$ cat config.mk
export PLATFORM = sky130hd
export DESIGN_NAME = gp_timer
export DESIGN_NICKNAME = d
export VERILOG_FILES = /design/src/rtl/gpt_pkg.sv /design/src/rtl/gpt_edge.sv /design/src/rtl/gpt_flags.sv /design/src/rtl/gpt_lane.sv /design/src/rtl/gp_timer.sv
export SDC_FILE = /design/constraint.sdc
export NUM_CORES = 1
export LEC_CHECK = 0
export CORE_MARGIN = 8
export CORE_UTILIZATION = 50
export CTS_BUF_LIST = sky130_fd_sc_hd__clkbuf_4
export DETAILED_ROUTE_END_ITERATION = 10
export GPL_ROUTABILITY_DRIVEN = 0
export PLACE_DENSITY = 0.76
export SLEW_MARGIN = 20
export SYNTH_ARGS = -nofsm -noshare
export SYNTH_HDL_FRONTEND = slang
export SYNTH_SLANG_ARGS = --single-unit
$ cat constraint.sdc
create_clock -name clk -period 7.74 [get_ports clk]
set_input_delay 1.548 -clock clk [delete_from_list [all_inputs] [get_ports clk]]
set_output_delay 1.548 -clock clk [all_outputs]
set_load 0.02 [all_outputs]
$ cat src/rtl/gpt_pkg.sv
package gpt_pkg;
  localparam int NLANE = 2;
  localparam int NFLAG = 3;
  localparam int FL_TIMEOUT = 0;
  localparam int FL_CAPTURE = 1;
  localparam int FL_MATCH   = 2;

  typedef enum logic [1:0] {
    HM_ONESHOT  = 2'b00,
    HM_PERIODIC = 2'b01,
    HM_CAPTURE  = 2'b10,
    HM_PWM      = 2'b11
  } half_mode_e;

  localparam logic [1:0] WM_ONESHOT  = 2'b00;
  localparam logic [1:0] WM_PERIODIC = 2'b01;
endpackage

$ cat src/rtl/gpt_edge.sv
module gpt_edge #(
  parameter int SYNC = 2
) (
  input  logic       clk,
  input  logic       rst_n,
  input  logic       d_i,
  input  logic [1:0] sel_i,
  output logic       hit_o
);
  logic [SYNC:0] sh;
  logic rise, fall;

  always_ff @(posedge clk) begin
    if (!rst_n) sh <= '0;
    else        sh <= {sh[SYNC-1:0], d_i};
  end

  assign rise  = sh[SYNC-1] & ~sh[SYNC];
  assign fall  = ~sh[SYNC-1] & sh[SYNC];
  assign hit_o = (sel_i[0] & rise) | (sel_i[1] & fall);
endmodule

$ cat src/rtl/gpt_flags.sv
module gpt_flags #(
  parameter int N = 3
) (
  input  logic         clk,
  input  logic         rst_n,
  input  logic [N-1:0] set_i,
  input  logic [N-1:0] clr_i,
  output logic [N-1:0] q_o
);
  always_ff @(posedge clk) begin
    if (!rst_n) q_o <= '0;
    else        q_o <= (q_o & ~clr_i) | set_i;
  end

  AST_FLAG_STICKY: assert property (@(posedge clk) disable iff (!rst_n)
    1'b1 |=> ((($past(q_o) & ~$past(clr_i)) & ~q_o) == '0));
  AST_FLAG_SET_WINS: assert property (@(posedge clk) disable iff (!rst_n)
    (set_i != '0) |=> ((q_o & $past(set_i)) == $past(set_i)));
endmodule

$ cat src/rtl/gpt_lane.sv
module gpt_lane #(
  parameter int W    = 16,
  parameter int PW   = 8,
  parameter int SYNC = 2
) (
  input  logic          clk,
  input  logic          rst_n,
  input  logic          load_we_i,
  input  logic [W-1:0]  load_val_i,
  input  logic          match_we_i,
  input  logic [W-1:0]  match_val_i,
  input  logic          pre_we_i,
  input  logic [PW-1:0] pre_val_i,
  input  logic          pre_en_i,
  input  logic          run_i,
  input  logic          dec_i,
  input  logic          inc_i,
  input  logic          reload_i,
  input  logic          cap_en_i,
  input  logic [1:0]    cap_sel_i,
  input  logic          cap_in_i,
  output logic [W-1:0]  cnt_o,
  output logic [W-1:0]  match_o,
  output logic [W-1:0]  cap_o,
  output logic          tick_o,
  output logic          cap_evt_o
);
  logic [W-1:0]  load_q;
  logic [PW-1:0] pre_q, pre_cnt;
  logic          edge_hit;

  assign tick_o = run_i && (!pre_en_i || pre_cnt == '0);

  always_ff @(posedge clk) begin
    if (!rst_n) begin
      load_q  <= '0;
      match_o <= '0;
      pre_q   <= '0;
    end else begin
      if (load_we_i)  load_q  <= load_val_i;
      if (match_we_i) match_o <= match_val_i;
      if (pre_we_i)   pre_q   <= pre_val_i;
    end
  end

  always_ff @(posedge clk) begin
    if (!rst_n)                 pre_cnt <= '0;
    else if (pre_we_i)          pre_cnt <= pre_val_i;
    else if (load_we_i)         pre_cnt <= pre_q;
    else if (run_i && pre_en_i) pre_cnt <= (pre_cnt == '0) ? pre_q : pre_cnt - 1'b1;
  end

  always_ff @(posedge clk) begin
    if (!rst_n)         cnt_o <= '0;
    else if (load_we_i) cnt_o <= load_val_i;
    else if (reload_i)  cnt_o <= load_q;
    else if (dec_i)     cnt_o <= cnt_o - 1'b1;
    else if (inc_i)     cnt_o <= cnt_o + 1'b1;
  end

  gpt_edge #(.SYNC(SYNC)) u_edge (
    .clk   (clk),
    .rst_n (rst_n),
    .d_i   (cap_in_i),
    .sel_i (cap_sel_i),
    .hit_o (edge_hit)
  );

  assign cap_evt_o = cap_en_i && edge_hit;

  always_ff @(posedge clk) begin
    if (!rst_n)         cap_o <= '0;
    else if (cap_evt_o) cap_o <= cnt_o;
  end

  AST_LOAD_TAKES: assert property (@(posedge clk) disable iff (!rst_n)
    load_we_i |=> cnt_o == $past(load_val_i));
  AST_DEC_BY_ONE: assert property (@(posedge clk) disable iff (!rst_n)
    (dec_i && !load_we_i && !reload_i) |=> cnt_o == $past(cnt_o) - 1'b1);
  AST_CAP_COPY: assert property (@(posedge clk) disable iff (!rst_n)
    cap_evt_o |=> cap_o == $past(cnt_o));
endmodule

$ cat src/rtl/gp_timer.sv
module gp_timer
  import gpt_pkg::*;
#(
  parameter int HALF_W = 16,
  parameter int PRE_W  = 8,
  parameter int SYNC   = 2
) (
  input  logic                           clk,
  input  logic                           rst_n,
  input  logic                           split_i,
  input  logic [1:0]                     mode32_i,
  input  logic [NLANE-1:0][1:0]          half_mode_i,
  input  logic [NLANE-1:0]               en_set_i,
  input  logic [NLANE-1:0]               en_clr_i,
  input  logic [NLANE-1:0]               load_we_i,
  input  logic [NLANE-1:0][HALF_W-1:0]   load_val_i,
  input  logic [NLANE-1:0]               match_we_i,
  input  logic [NLANE-1:0][HALF_W-1:0]   match_val_i,
  input  logic [NLANE-1:0]               pre_we_i,
  input  logic [NLANE-1:0][PRE_W-1:0]    pre_val_i,
  input  logic [NLANE-1:0][1:0]          cap_edge_i,
  input  logic [NLANE-1:0]               cap_in_i,
  input  logic                           rtc_tick_i,
  input  logic [NLANE-1:0][NFLAG-1:0]    flag_clr_i,
  output logic [NLANE-1:0][NFLAG-1:0]    flag_o,
  output logic [NLANE-1:0][HALF_W-1:0]   count_o,
  output logic [NLANE-1:0][HALF_W-1:0]   capture_o,
  output logic [NLANE-1:0]               pwm_o,
  output logic [NLANE-1:0]               running_o,
  output logic                           adc_trig_o
);
  localparam int WIDE_W = 2 * HALF_W;

  logic [NLANE-1:0] en_q, tick, zero, dec, inc, reload, stop, to_evt;
  logic [NLANE-1:0] cap_en, cap_evt, lane_run, lane_ld_we, lane_mt_we;
  logic [NLANE-1:0][HALF_W-1:0] match_q;
  logic [WIDE_W-1:0] cnt32, match32, cnt32_nx;
  logic wide_down, wide_zero, rtc_step, match_evt;
  half_mode_e hmode [NLANE];

  always_comb begin
    for (int h = 0; h < NLANE; h++) begin
      hmode[h]      = half_mode_e'(half_mode_i[h]);
      zero[h]       = (count_o[h] == '0);
      dec[h]        = 1'b0;
      inc[h]        = 1'b0;
      reload[h]     = 1'b0;
      stop[h]       = 1'b0;
      to_evt[h]     = 1'b0;
      cap_en[h]     = 1'b0;
      lane_run[h]   = 1'b0;
      lane_ld_we[h] = load_we_i[0];
      lane_mt_we[h] = match_we_i[0];
    end
    cnt32     = {count_o[1], count_o[0]};
    match32   = {match_q[1], match_q[0]};
    cnt32_nx  = cnt32 + 1'b1;
    wide_down = !mode32_i[1];
    wide_zero = (cnt32 == '0);
    rtc_step  = !split_i && mode32_i[1] && en_q[0] && rtc_tick_i;
    match_evt = rtc_step && (cnt32_nx == match32);
    if (split_i) begin
      for (int h = 0; h < NLANE; h++) begin
        lane_run[h]   = en_q[h];
        to_evt[h]     = tick[h] && zero[h];
        dec[h]        = tick[h] && !zero[h];
        reload[h]     = to_evt[h] && (hmode[h] != HM_ONESHOT);
        stop[h]       = to_evt[h] && (hmode[h] == HM_ONESHOT);
        cap_en[h]     = (hmode[h] == HM_CAPTURE);
        lane_ld_we[h] = load_we_i[h];
        lane_mt_we[h] = match_we_i[h];
      end
    end else begin
      lane_run[0] = en_q[0] && wide_down;
      to_evt[0]   = tick[0] && wide_zero;
      dec[0]      = tick[0] && !wide_zero;
      dec[1]      = dec[0] && zero[0];
      reload[0]   = to_evt[0] && (mode32_i == WM_PERIODIC);
      reload[1]   = reload[0];
      stop[0]     = to_evt[0] && (mode32_i == WM_ONESHOT);
      inc[0]      = rtc_step;
      inc[1]      = rtc_step && (count_o[0] == '1);
    end
  end

  for (genvar g = 0; g < NLANE; g++) begin : g_lane
    logic allow_set;
    logic [NFLAG-1:0] fset;

    assign allow_set = split_i || (g == 0);

    always_ff @(posedge clk) begin
      if (!rst_n)                        en_q[g] <= 1'b0;
      else if (en_clr_i[g])              en_q[g] <= 1'b0;
      else if (en_set_i[g] && allow_set) en_q[g] <= 1'b1;
      else if (stop[g])                  en_q[g] <= 1'b0;
    end

    gpt_lane #(.W(HALF_W), .PW(PRE_W), .SYNC(SYNC)) u_lane (
      .clk         (clk),
      .rst_n       (rst_n),
      .load_we_i   (lane_ld_we[g]),
      .load_val_i  (load_val_i[g]),
      .match_we_i  (lane_mt_we[g]),
      .match_val_i (match_val_i[g]),
      .pre_we_i    (pre_we_i[g]),
      .pre_val_i   (pre_val_i[g]),
      .pre_en_i    (split_i),
      .run_i       (lane_run[g]),
      .dec_i       (dec[g]),
      .inc_i       (inc[g]),
      .reload_i    (reload[g]),
      .cap_en_i    (cap_en[g]),
      .cap_sel_i   (cap_edge_i[g]),
      .cap_in_i    (cap_in_i[g]),
      .cnt_o       (count_o[g]),
      .match_o     (match_q[g]),
      .cap_o       (capture_o[g]),
      .tick_o      (tick[g]),
      .cap_evt_o   (cap_evt[g])
    );

    always_comb begin
      fset             = '0;
      fset[FL_TIMEOUT] = to_evt[g];
      fset[FL_CAPTURE] = cap_evt[g];
      fset[FL_MATCH]   = (g == 0) ? match_evt : 1'b0;
    end

    gpt_flags #(.N(NFLAG)) u_flags (
      .clk   (clk),
      .rst_n (rst_n),
      .set_i (fset),
      .clr_i (flag_clr_i[g]),
      .q_o   (flag_o[g])
    );

    assign running_o[g] = en_q[g] && allow_set;
    assign pwm_o[g]     = split_i && (hmode[g] == HM_PWM) && en_q[g]
                          && (count_o[g] > match_q[g]);

    AST_ONESHOT_HALT: assert property (@(posedge clk) disable iff (!rst_n)
      (stop[g] && !en_set_i[g]) |=> !running_o[g] && zero[g]);
    AST_CAP_FLAGGED: assert property (@(posedge clk) disable iff (!rst_n)
      cap_evt[g] |=> flag_o[g][FL_CAPTURE]);
  end

  always_ff @(posedge clk) begin
    if (!rst_n) adc_trig_o <= 1'b0;
    else        adc_trig_o <= |to_evt;
  end

  AST_TRIG_HAS_FLAG: assert property (@(posedge clk) disable iff (!rst_n)
    adc_trig_o |-> (flag_o[0][FL_TIMEOUT] || flag_o[1][FL_TIMEOUT]));
  AST_RTC_HOLD: assert property (@(posedge clk) disable iff (!rst_n)
    (!split_i && mode32_i[1] && !rtc_tick_i && !load_we_i[0]) |=> $stable(count_o));
  AST_CLR_BEATS_SET: assert property (@(posedge clk) disable iff (!rst_n)
    en_clr_i[0] |=> !running_o[0]);
endmodule

==> results.sh, run 1 <==
export IMPL_netSwitchingPower_mw=0.664
export IMPL_cp_max_fo=17
export IMPL_htree_levels=4
export IMPL_antenna_left=0
export IMPL_p_per_area_nw_per_um2=157
export IMPL_crit_buf_inv=1
export IMPL_fin_nets=1624
export IMPL_leakagePower_nw=5.03
export IMPL_fp_dieW_um=161
export IMPL_final_cells=1738
export IMPL_maxCapViolCount=0
export IMPL_synth_ff_type="dfxtp_1"
export IMPL_slew_viol_final=0
export IMPL_cts_root_buf="clkbuf_4"
export IMPL_syn_area_um2=10600
export IMPL_swShare_pct=33.1
export IMPL_syn_to_final_growth_pct=21.1
export IMPL_post_cts_resized=0
export IMPL_peakVddDrop_v=0.0000938
export IMPL_required_ns=8.20
export IMPL_rsz0062_at_grt="false"
export IMPL_hold_class="reg -> reg"
export IMPL_first_pass_iters=5
export IMPL_yosysSeqAreaShare_pct=33.1
export IMPL_final_area_um2=12800
export IMPL_grt_overflow_total=0
export IMPL_dieArea_um2=26000
export IMPL_num_fill_cells=1877
export IMPL_clock_fmax_mhz=177
export IMPL_yosysWarnings=0
export IMPL_crit_chain="clkdlybuf4s50_1 > nor2_1 > nand2_1 > o21ai_0 > and2_1 > ha_1 > and3_1 > a2111oi_0 > nand3_1 > nand3_1 > a31oi_1 > mux2i_1 > xor2_1 > a21oi_1"
export IMPL_critPathMostFrequentCell="nand3_1"
export IMPL_wl_met1_um=13200
export IMPL_final_seq_area_um2=3500
export IMPL_slew_headroom_pct=30.1
export IMPL_hold_buffers=0
export IMPL_ioPinCount=187
export IMPL_seqPwrFrac_pct=51.1
export IMPL_cp_startpoint="split_i"
export IMPL_worst_path_largest_cell_delay_ns=0.85
export IMPL_placed_area_um2=12500
export IMPL_fin_crit_sh_pct=72.9
export IMPL_via_per_inst=5.77
export IMPL_combPwrFrac_pct=24.0
export IMPL_drt_wl_total_um=30700
export IMPL_num_rows=53
export IMPL_synth_enable_flop_cells=0
export IMPL_status="complete, no violations"
export IMPL_cts_sinks=175
export IMPL_synthCells=1313
export IMPL_dp_cells=1701
export IMPL_cp_top_family="simple AND/OR/NAND/NOR gates"
export IMPL_highest_layer="met4"
export IMPL_skew_ns=0.0229
export IMPL_layout_drive_gt1_share_pct=4.46
export IMPL_syn_nets=1492
export IMPL_cts_buffers=17
export IMPL_drtIter0Drc=727
export IMPL_grt_start_max_net_pins=88
export IMPL_grt_pass1_wl_um=48700
export IMPL_antenna_found_initial=1
export IMPL_hold_start="g_lane[1].u_lane.u_edge.sh[0]$_SDFF_PN0_"
export IMPL_synth_seq_cells=175
export IMPL_vias=10000
export IMPL_drc=0
export IMPL_arrival_ns=6.10
export IMPL_power_frac_clock_pct=24.9
export IMPL_design_core_area_um2=20900
export IMPL_die_height_um=161
export IMPL_io_buffers=186
export IMPL_setup_violations=0
export IMPL_first_global_vias=9508
export IMPL_hpwl_um=22300
export IMPL_tns_ns=0
export IMPL_fin_crit_ns=5.64
export IMPL_grt_use_total_pct=22.9
export IMPL_wire_per_inst_um=17.7
export IMPL_initial_utilization_pct=50.6
export IMPL_worst_slew_pin_slew_ns=1.05
export IMPL_path_clk_slew_ns=0.15
export IMPL_critical_path_class="in -> reg"
export IMPL_critPathCaptureType="flop"
export IMPL_intPower_mw=1.35
export IMPL_cts_tree="yes"
export IMPL_clk_path_buf_depth=2
export IMPL_dr_wl_met3_um=2640
export IMPL_postCtsSetupBuffers=0
export IMPL_cp_start_kind="input port"
export IMPL_hold_viol=0
export IMPL_multiInputGateArea_um2=6530
export IMPL_crit_slowest_cell="a2111oi_0"
export IMPL_syn_area_per_cell_um2=8.05
export IMPL_netlist_cell_type_count=73
export IMPL_worstReg2RegStart="g_lane[0].u_lane.cnt_o[0]$_SDFFE_PN0P_"
export IMPL_clk_latency_ns=0.59
export IMPL_async_flop_share_pct=0
export IMPL_wl_met2_um=14100
## cell usage after synthesis, drive strengths merged, types with 20 or more instances
cell type | n | area share, %
xnor2 | 58 | 4.8
nor3 | 21 | 0.99
nor2 | 148 | 5.3
o21ai | 66 | 3.1
a211oi | 21 | 1.5
buf | 24 | 1.1
nand3 | 21 | 0.99
dfxtp | 175 | 33
inv | 57 | 2.0
mux2i | 88 | 8.3
nand4 | 25 | 1.5
ha | 65 | 7.7
a21oi | 114 | 5.5
nand2 | 138 | 4.9
a21o | 20 | 1.4
clkbuf | 60 | 2.1
## worst register-to-register path: stages, from the launching register on
cell,delay (ns)
dfxtp_1,0.41
inv_1,0.21
ha_1,0.18
nor4b_1,0.27
nand4_1,0.44
o21ai_0,0.41
and2_1,0.65
ha_1,0.42
and3_1,0.20
a2111oi_0,0.85
nand3_1,0.26
nand3_1,0.16
a31oi_1,0.11
mux2i_1,0.20
xor2_1,0.16
a21oi_1,0.08
## final cells by class
type / instances / share of cell area (%)
Tap cell: 275 / 2.69
Multi-Input combinational cell: 997 / 51.0
Clock buffer: 18 / 1.06
Timing Repair Buffer: 197 / 15.2
Clock inverter: 14 / 0.919
Inverter: 57 / 1.69
Sequential cell: 175 / 27.4
Antenna cell: 5 / 0.0978
## power groups by stage
stage | clock, mW | sequential [mW] | combinational [mW]
after floorplan | 0 | 1.02 | 0.322
after global placement | 0 | 1.04 | 0.467
after detailed placement | 0 | 1.05 | 0.478
after CTS | 0.512 | 1.03 | 0.481
after global routing | 0.548 | 1.03 | 0.536
final | 0.501 | 1.03 | 0.482
## flip-flops by register name (all words and copies together), names as in the netlist
register                 cells
g_lane.u_flags.q_o           6
g_lane.u_lane.pre_cnt       16
g_lane.u_lane.cnt_o         32
g_lane.u_lane.pre_q         16
g_lane.u_lane.cap_o         32
adc_trig_o                   1
running_o                    1
en_q                         1
g_lane.u_lane.load_q        32
g_lane.u_lane.match_o       32
g_lane.u_lane.u_edge.sh      6
## layout by cell type, fill, tap and decap left out, types with 6 or more instances in the layout
| master | count |
|---|---|
| clkdlybuf4s50_1 | 185 |
| dfxtp_1 | 175 |
| nor2_1 | 147 |
| nand2_1 | 136 |
| a21oi_1 | 113 |
| mux2i_1 | 88 |
| ha_1 | 65 |
| o21ai_0 | 63 |
| xnor2_1 | 58 |
| inv_1 | 56 |
| nand4_1 | 25 |
| a211oi_1 | 21 |
| nand3_1 | 21 |
| a21o_1 | 20 |
| nor3_1 | 19 |
| xor2_1 | 19 |
| clkbuf_4 | 18 |
| a31oi_1 | 17 |
| and2_1 | 16 |
| o21a_1 | 12 |
| nand2b_1 | 12 |
| nor4_1 | 11 |
| o22ai_1 | 11 |
| buf_4 | 11 |
| o211ai_1 | 10 |
| and3_1 | 8 |
| o32ai_1 | 7 |
| and4_1 | 6 |
## routing by layer
metal	track usage [%]	up-vias
met1	28.5	4693
met3	6.39	54
li1	-	4924
met4	8.25	0
met2	37.1	364
met5	0	-
## stage by stage
| step | power, mW | util (%) | setup slack (ns) | hold WS, ns |
|---|---|---|---|---|
| 3_5_place_dp | 1.52 | 60.0 | 1.60 | 0.420 |
| 4_1_cts | 2.02 | 61.2 | 2.19 | 0.454 |
| 3_3_place_gp | 1.51 | 60.0 | 1.67 | 0.415 |
| 5_1_grt | 2.12 | 61.3 | 1.69 | 0.463 |
| 2_1_floorplan | 1.35 | - | 3.17 | 0.412 |
| 6_report | 2.01 | 61.3 | 2.10 | 0.451 |
## cells by family after synthesis
group	synth area share, %
AO/OA/AOI/OAI	19.0
multiplexers	8.65
XOR/XNOR	6.38
adder cells (fa/ha/maj)	8.07
AND/OR/NAND/NOR	19.4
buffers and inverters	5.26
flip-flops	33.1
## final timing paths
check / endpoint / slack [ns] / cells after the start
setup / recovery: g_lane[1].u_lane.cnt_o[15]$_SDFFE_PN0P_ / 2.10 / 14
hold / removal: g_lane[1].u_lane.u_edge.sh[1]$_SDFF_PN0_ / 0.45 / 1
setup reg to reg: g_lane[1].u_lane.cnt_o[15]$_SDFFE_PN0P_ / 2.62 / 15
hold reg to reg: g_lane[1].u_lane.u_edge.sh[1]$_SDFF_PN0_ / 0.45 / 1
Power figures use the tool's default switching activity.
==> run 2: changes to the inputs <==
--- a/config.mk
+++ b/config.mk
@@ -10,7 +10,7 @@
 export CTS_BUF_LIST = sky130_fd_sc_hd__clkbuf_4
 export DETAILED_ROUTE_END_ITERATION = 10
 export GPL_ROUTABILITY_DRIVEN = 0
-export PLACE_DENSITY = 0.76
+export PLACE_DENSITY = 0.79
 export SLEW_MARGIN = 20
 export SYNTH_ARGS = -nofsm -noshare
 export SYNTH_HDL_FRONTEND = slang
==> constraint.sdc (replaced) <==
create_clock -name clk -period 4.6 [get_ports clk]
set_input_delay 0.92 -clock clk [delete_from_list [all_inputs] [get_ports clk]]
set_output_delay 0.92 -clock clk [all_outputs]
set_load 0.02 [all_outputs]
==> results.sh, run 2 (synthesis gave the netlist of run 1 again) <==
export IMPL_status="complete, no violations"
export IMPL_syn_to_final_growth_pct=25.1
export IMPL_fin_nets=1679
export IMPL_final_common_cell="clkdlybuf4s50_1"
export IMPL_slew_viol_final=0
export IMPL_dieArea_um2=26000
export IMPL_postCtsSetupBuffers=0
export IMPL_die_height_um=161
export IMPL_worst_slew_pin_slew_ns=1.07
export IMPL_cp_start_kind="flop"
export IMPL_arrival_ns=4.74
export IMPL_vias=10300
export IMPL_skew_ns=0.0200
export IMPL_hold_viol=0
export IMPL_utilization_pct=63.3
export IMPL_leakagePower_nw=5.32
export IMPL_via_per_inst=5.79
export IMPL_grt_start_max_net_pins=78
export IMPL_peakVddDrop_v=0.000148
export IMPL_hold_start="g_lane[0].u_lane.u_edge.sh[0]$_SDFF_PN0_"
export IMPL_layout_common_cells="clkdlybuf4s50_1 (185), dfxtp_1 (175), nor2_1 (147), nand2_1 (136), a21oi_1 (113)"
export IMPL_io_buffers=186
export IMPL_path_clk_slew_ns=0.14
export IMPL_first_global_vias=10000
export IMPL_crit_buf_inv=2
export IMPL_cts_root_buf="clkbuf_4"
export IMPL_hold_class="reg -> reg"
export IMPL_antenna_found_initial=4
export IMPL_final_area_um2=13200
export IMPL_slew_headroom_pct=28.7
export IMPL_clk_latency_ns=0.58
export IMPL_grt_pass1_wl_um=51500
export IMPL_grt_overflow_total=0
export IMPL_drtIter0Drc=675
export IMPL_path_depth=17
export IMPL_clock_fmax_mhz=237
export IMPL_first_pass_iters=8
export IMPL_htree_levels=4
export IMPL_reg2reg_slack_ns=0.37
export IMPL_hold_depth=1
export IMPL_cts_sinks=175
export IMPL_required_ns=5.12
export IMPL_cp_max_fo=13
export IMPL_maxCapViolCount=0
export IMPL_num_rows=53
export IMPL_crit_slowest_cell="o21a_1"
export IMPL_cts_buffers=17
export IMPL_p_per_area_nw_per_um2=266
export IMPL_worst_path_largest_cell_delay_ns=0.47
export IMPL_ioPinCount=187
export IMPL_antenna_left=0
export IMPL_placed_area_um2=12900
export IMPL_wire_per_inst_um=18.1
export IMPL_fp_dieW_um=161
export IMPL_num_fill_cells=1807
export IMPL_drt_wl_total_um=32300
export IMPL_setup_violations=0
export IMPL_design_core_area_um2=20900
export IMPL_hold_end="g_lane[0].u_lane.u_edge.sh[1]$_SDFF_PN0_"
export IMPL_cp_startpoint="g_lane[0].u_lane.pre_cnt[0]$_SDFFE_PN0P_"
export IMPL_cts_tree="yes"
export IMPL_crit_chain="inv_1 > ha_1 > or3b_1 > nor4_2 > buf_4 > and2_1 > o21a_1 > o21a_1 > ha_1 > a21o_1 > a21oi_1 > o31a_1 > a31oi_1 > a211oi_1 > mux2i_1 > mux2i_1 > a21oi_1"
export IMPL_clk_path_buf_depth=2
export IMPL_worstReg2RegStart="g_lane[0].u_lane.pre_cnt[0]$_SDFFE_PN0P_"
export IMPL_worstRegToRegCells=17
export IMPL_hpwl_um=23800
export IMPL_r2r_end="g_lane[0].u_lane.cnt_o[15]$_SDFFE_PN0P_"
export IMPL_critPathCaptureType="flop"
export IMPL_rsz0062_at_grt="false"
export IMPL_drc=0
export IMPL_cp_top_family="compound AO/OA/AOI/OAI gates"
export IMPL_grt_use_total_pct=24.2
export IMPL_layout_drive_gt1_share_pct=7.88
export IMPL_fin_crit_sh_pct=91.9
export IMPL_critical_path_class="reg -> reg"
export IMPL_fin_crit_ns=4.23
export IMPL_initial_utilization_pct=50.6
-- run 2: cell count changes in the layout (fill, tap and decap cells not counted), sizes merged --
cell	delta
clkinv	-1
inv	-2
buf	+55
bufinv	+2
clkbuf	-1
diode	-4
-- run 2: how the worst max path moves through the flow --
stage | to
after floorplan | g_lane[1].u_lane.cnt_o[15]$_SDFFE_PN0P_
after global placement | g_lane[1].u_lane.cnt_o[14]$_SDFFE_PN0P_
after detailed placement | g_lane[1].u_lane.cnt_o[14]$_SDFFE_PN0P_
after CTS | g_lane[1].u_lane.cnt_o[14]$_SDFFE_PN0P_
after global routing | g_lane[0].u_lane.cnt_o[15]$_SDFFE_PN0P_
final | g_lane[0].u_lane.cnt_o[15]$_SDFFE_PN0P_
-- run 2: final cells by class --
cell class | count | area [um^2] | share of cell area, %
Antenna cell | 1 | 2.50 | 0.0189
Clock buffer | 17 | 128 | 0.965
Clock inverter | 13 | 146 | 1.11
Inverter | 57 | 216 | 1.64
Multi-Input combinational cell | 997 | 6530 | 49.4
Sequential cell | 175 | 3500 | 26.5
Tap cell | 275 | 344 | 2.60
Timing Repair Buffer | 252 | 2350 | 17.8
-- run 2: what timing repair did --
item                                    in CTS  in global routing
endpoints found under the setup margin       0                  2
hold buffers                                 0                  0
resized for setup                            0                  2
-- run 2: power by group --
part           internal, mW  switching (mW)
sequential             1.60          0.0657
combinational         0.433           0.508
clock                 0.364           0.545
total                  2.39            1.12
-- run 2: layer usage --
metal / wire length [um] / track usage [%] / vias up
met5: 38 / 0 / -
li1: - / - / 4994
met1: 13900 / 30.2 / 4838
met4: 1070 / 10.7 / 6
met3: 2350 / 5.24 / 86
met2: 15000 / 39.4 / 425
-- run 2: metrics by stage --
step	power, mW	setup slack [ns]	hold WS, ns	TNS, ns	std cells
2_1_floorplan	2.26	0.503	0.412	0	1313
3_3_place_gp	2.60	0.0995	0.413	0	1756
3_5_place_dp	2.62	-0.0778	0.424	-0.0778	1756
4_1_cts	3.52	0.140	0.458	0	1786
5_1_grt	3.69	0.0636	0.481	0	1787
6_report	3.51	0.375	0.452	0	1787
==> run 3: changes to the inputs <==
--- a/config.mk
+++ b/config.mk
@@ -14,4 +14,5 @@
 export SLEW_MARGIN = 20
 export SYNTH_ARGS = -nofsm -noshare
 export SYNTH_HDL_FRONTEND = slang
+export SYNTH_HIERARCHICAL = 1
 export SYNTH_SLANG_ARGS = --single-unit
==> results.sh, run 3 <==
export IMPL_hold_buffers=0
export IMPL_synth_ff_type="dfxtp_1"
export IMPL_vias=10500
export IMPL_critPathCaptureType="output pin"
export IMPL_synth_mux_area_share_pct=8.26
export IMPL_drc=0
export IMPL_io_buffers=186
export IMPL_drt_wl_total_um=33700
export IMPL_num_rows=55
export IMPL_synth_area_leaders="dfxtp_1 (31%), mux2i_1 (7.8%), ha_1 (7.3%)"
export IMPL_via_per_inst=5.81
export IMPL_synth_top_area_share_pct=30.9
export IMPL_synthCells=1336
export IMPL_cts_buffers=17
export IMPL_synth_enable_flop_cells=0
export IMPL_cts_sinks=175
export IMPL_synthSimpleGateAreaFrac_pct=21.4
export IMPL_syn_nets=1516
export IMPL_dieArea_um2=27800
export IMPL_fin_crit_ns=4.18
export IMPL_hold_class="reg -> reg"
export IMPL_clk_latency_ns=0.58
export IMPL_final_common_cell="clkdlybuf4s50_1"
export IMPL_yosys_area_share_adder_pct=7.63
export IMPL_yosysTopAreaCell="dfxtp_1"
export IMPL_synth_most_common_cell="dfxtp_1"
export IMPL_cp_start_kind="flop"
export IMPL_ioPinCount=187
export IMPL_grt_use_total_pct=23.6
export IMPL_fin_crit_sh_pct=90.9
export IMPL_layout_setup_ws_ns=0.416
export IMPL_syn_area_um2=11300
export IMPL_num_fill_cells=1947
export IMPL_hold_viol=0
export IMPL_async_flop_share_pct=0
export IMPL_cts_root_buf="clkbuf_4"
export IMPL_setup_violations=0
export IMPL_synth_top_family_by_area="simple AND/OR/NAND/NOR gates"
export IMPL_syn_area_per_cell_um2=8.49
export IMPL_die_height_um=167
export IMPL_grt_pass1_wl_um=54100
export IMPL_status="complete, no violations"
export IMPL_maxCapViolCount=0
export IMPL_antenna_found_initial=2
export IMPL_critical_path_class="reg -> out"
export IMPL_layout_common_cells="clkdlybuf4s50_1 (184), dfxtp_1 (175), nand2_1 (139), mux2i_1 (88)"
export IMPL_pre_cts_slack_ns=-0.0692
export IMPL_path_clk_slew_ns=0.16
export IMPL_postCtsSetupBuffers=0
export IMPL_hold_ws_ns=0.454
export IMPL_synth_seq_cells=175
export IMPL_peakVddDrop_v=0.000174
export IMPL_fin_nets=1694
export IMPL_slew_headroom_pct=55.4
export IMPL_htree_levels=4
export IMPL_hpwl_um=25100
export IMPL_arrival_ns=3.26
export IMPL_skew_ns=0.0239
export IMPL_netlist_cell_type_count=75
export IMPL_wire_per_inst_um=18.6
export IMPL_syn_to_final_growth_pct=21.3
export IMPL_clock_fmax_mhz=239
export IMPL_dp_cells=1780
export IMPL_fp_dieW_um=167
export IMPL_initial_utilization_pct=50.6
export IMPL_p_per_area_nw_per_um2=265
export IMPL_cts_tree="yes"
export IMPL_antenna_left=0
export IMPL_final_cells=1814
export IMPL_yosysWarnings=6
export IMPL_yosysSeqAreaShare_pct=30.9
export IMPL_first_pass_iters=5
export IMPL_first_global_vias=10400
export IMPL_worst_slew_pin_slew_ns=0.667
export IMPL_required_ns=3.68
export IMPL_grt_start_max_net_pins=70
export IMPL_synth_common_cells="dfxtp_1 (175), nand2_1 (139), mux2i_1 (88), a21oi_1 (82), nor2b_1 (82)"
export IMPL_rsz0062_at_grt="false"
export IMPL_clk_path_buf_depth=2
export IMPL_leakagePower_nw=5.46
export IMPL_synth_compound_area_share_pct=20.5
export IMPL_cp_max_fo=3
export IMPL_design_core_area_um2=22400
export IMPL_layout_drive_gt1_share_pct=7.20
export IMPL_slew_viol_final=0
export IMPL_synth_xor_area_share_pct=5.87
export IMPL_post_cts_resized=0
export IMPL_grt_overflow_total=0
export IMPL_drtIter0Drc=810
## run 3: cell count changes in the layout (fill, tap and decap cells not counted), sizes merged, moves of 7 or more
cell | previous run | this run
and3 | 8 | 15
nand2b | 12 | 4
o221ai | 4 | 21
nor2b | 5 | 88
a21oi | 114 | 86
o21ai | 66 | 76
xor2 | 19 | 27
o22ai | 11 | 3
nor2 | 148 | 78
xnor2 | 58 | 49
nor4 | 12 | 21
a21boi | 1 | 43
buf | 67 | 35
o32ai | 7 | 0
## run 3: through the flow
| step | total power, mW | instance area (um^2) | setup TNS, ns | util [%] |
|---|---|---|---|---|
| floorplan | 2.33 | 11300 | 0 | - |
| global placement | 2.64 | 13400 | 0 | 59.9 |
| detailed placement | 2.67 | 13400 | -0.0775 | 59.9 |
| CTS | 3.66 | 13800 | 0 | 61.3 |
| global route | 3.83 | 13800 | 0 | 61.3 |
| finish | 3.64 | 13800 | 0 | 61.3 |
## run 3: routing by layer
layer  GRT usage (%)  up-vias  routed length, um
met4            8.38        0                861
met2            39.3      401              15700
li1                -     5138                  -
met1            30.0     4931              14800
met5               0        -                  0
met3            4.80       72               2360
## run 3: final cells by class
cell class | count | area (um^2) | area share (%)
Inverter | 63 | 236 | 1.72
Antenna cell | 2 | 5.00 | 0.0364
Timing Repair Buffer | 219 | 2100 | 15.3
Multi-Input combinational cell | 1038 | 7230 | 52.6
Clock buffer | 19 | 143 | 1.04
Sequential cell | 175 | 3500 | 25.5
Tap cell | 285 | 357 | 2.59
Clock inverter | 13 | 180 | 1.31
## run 3: cells by family (layout without fill, tap and decap cells)
group / Yosys count / count (layout)
flip-flops: 175 / 175
buffers and inverters: 123 / 314
AND/OR/NAND/NOR: 452 / 452
XOR/XNOR: 76 / 76
adder cells (fa/ha/maj): 68 / 68
multiplexers: 93 / 93
AO/OA/AOI/OAI: 348 / 348
other: 1 / 3
## run 3: power by group
| group | leakage, nW | internal, mW | switching [mW] |
|---|---|---|---|
| Sequential | 1.44 | 1.60 | 0.128 |
| Combinational | 3.85 | 0.448 | 0.471 |
| Clock | 0.171 | 0.401 | 0.592 |
## run 3: final timing paths
kind	start	end	slack, ns	depth (start not counted)
worst max-delay path	g_lane[0].u_lane/match_o[1]$_SDFFE_PN0P_	pwm_o[0]	0.42	11
worst min-delay path	g_lane[1].u_lane/u_edge/sh[0]$_SDFF_PN0_	g_lane[1].u_lane/u_edge/sh[1]$_SDFF_PN0_	0.45	1
worst max register to register	g_lane[0].u_lane/pre_cnt[2]$_SDFFE_PN0P_	g_lane[1].u_lane/cnt_o[10]$_SDFFE_PN0P_	0.63	15
worst min register to register	g_lane[1].u_lane/u_edge/sh[0]$_SDFF_PN0_	g_lane[1].u_lane/u_edge/sh[1]$_SDFF_PN0_	0.45	1
## run 3: critical path, cell delays in order (launching register included)
cell and delay [ns]:
dfxtp_1 0.41, inv_1 0.07, ha_1 0.28, nor2b_1 0.13, o21a_1 0.16, o21a_1 0.16, o211ai_1 0.16, a21oi_1 0.09
a211o_1 0.26, a21oi_1 0.31, nor4_1 0.08, clkdlybuf4s50_1 0.59
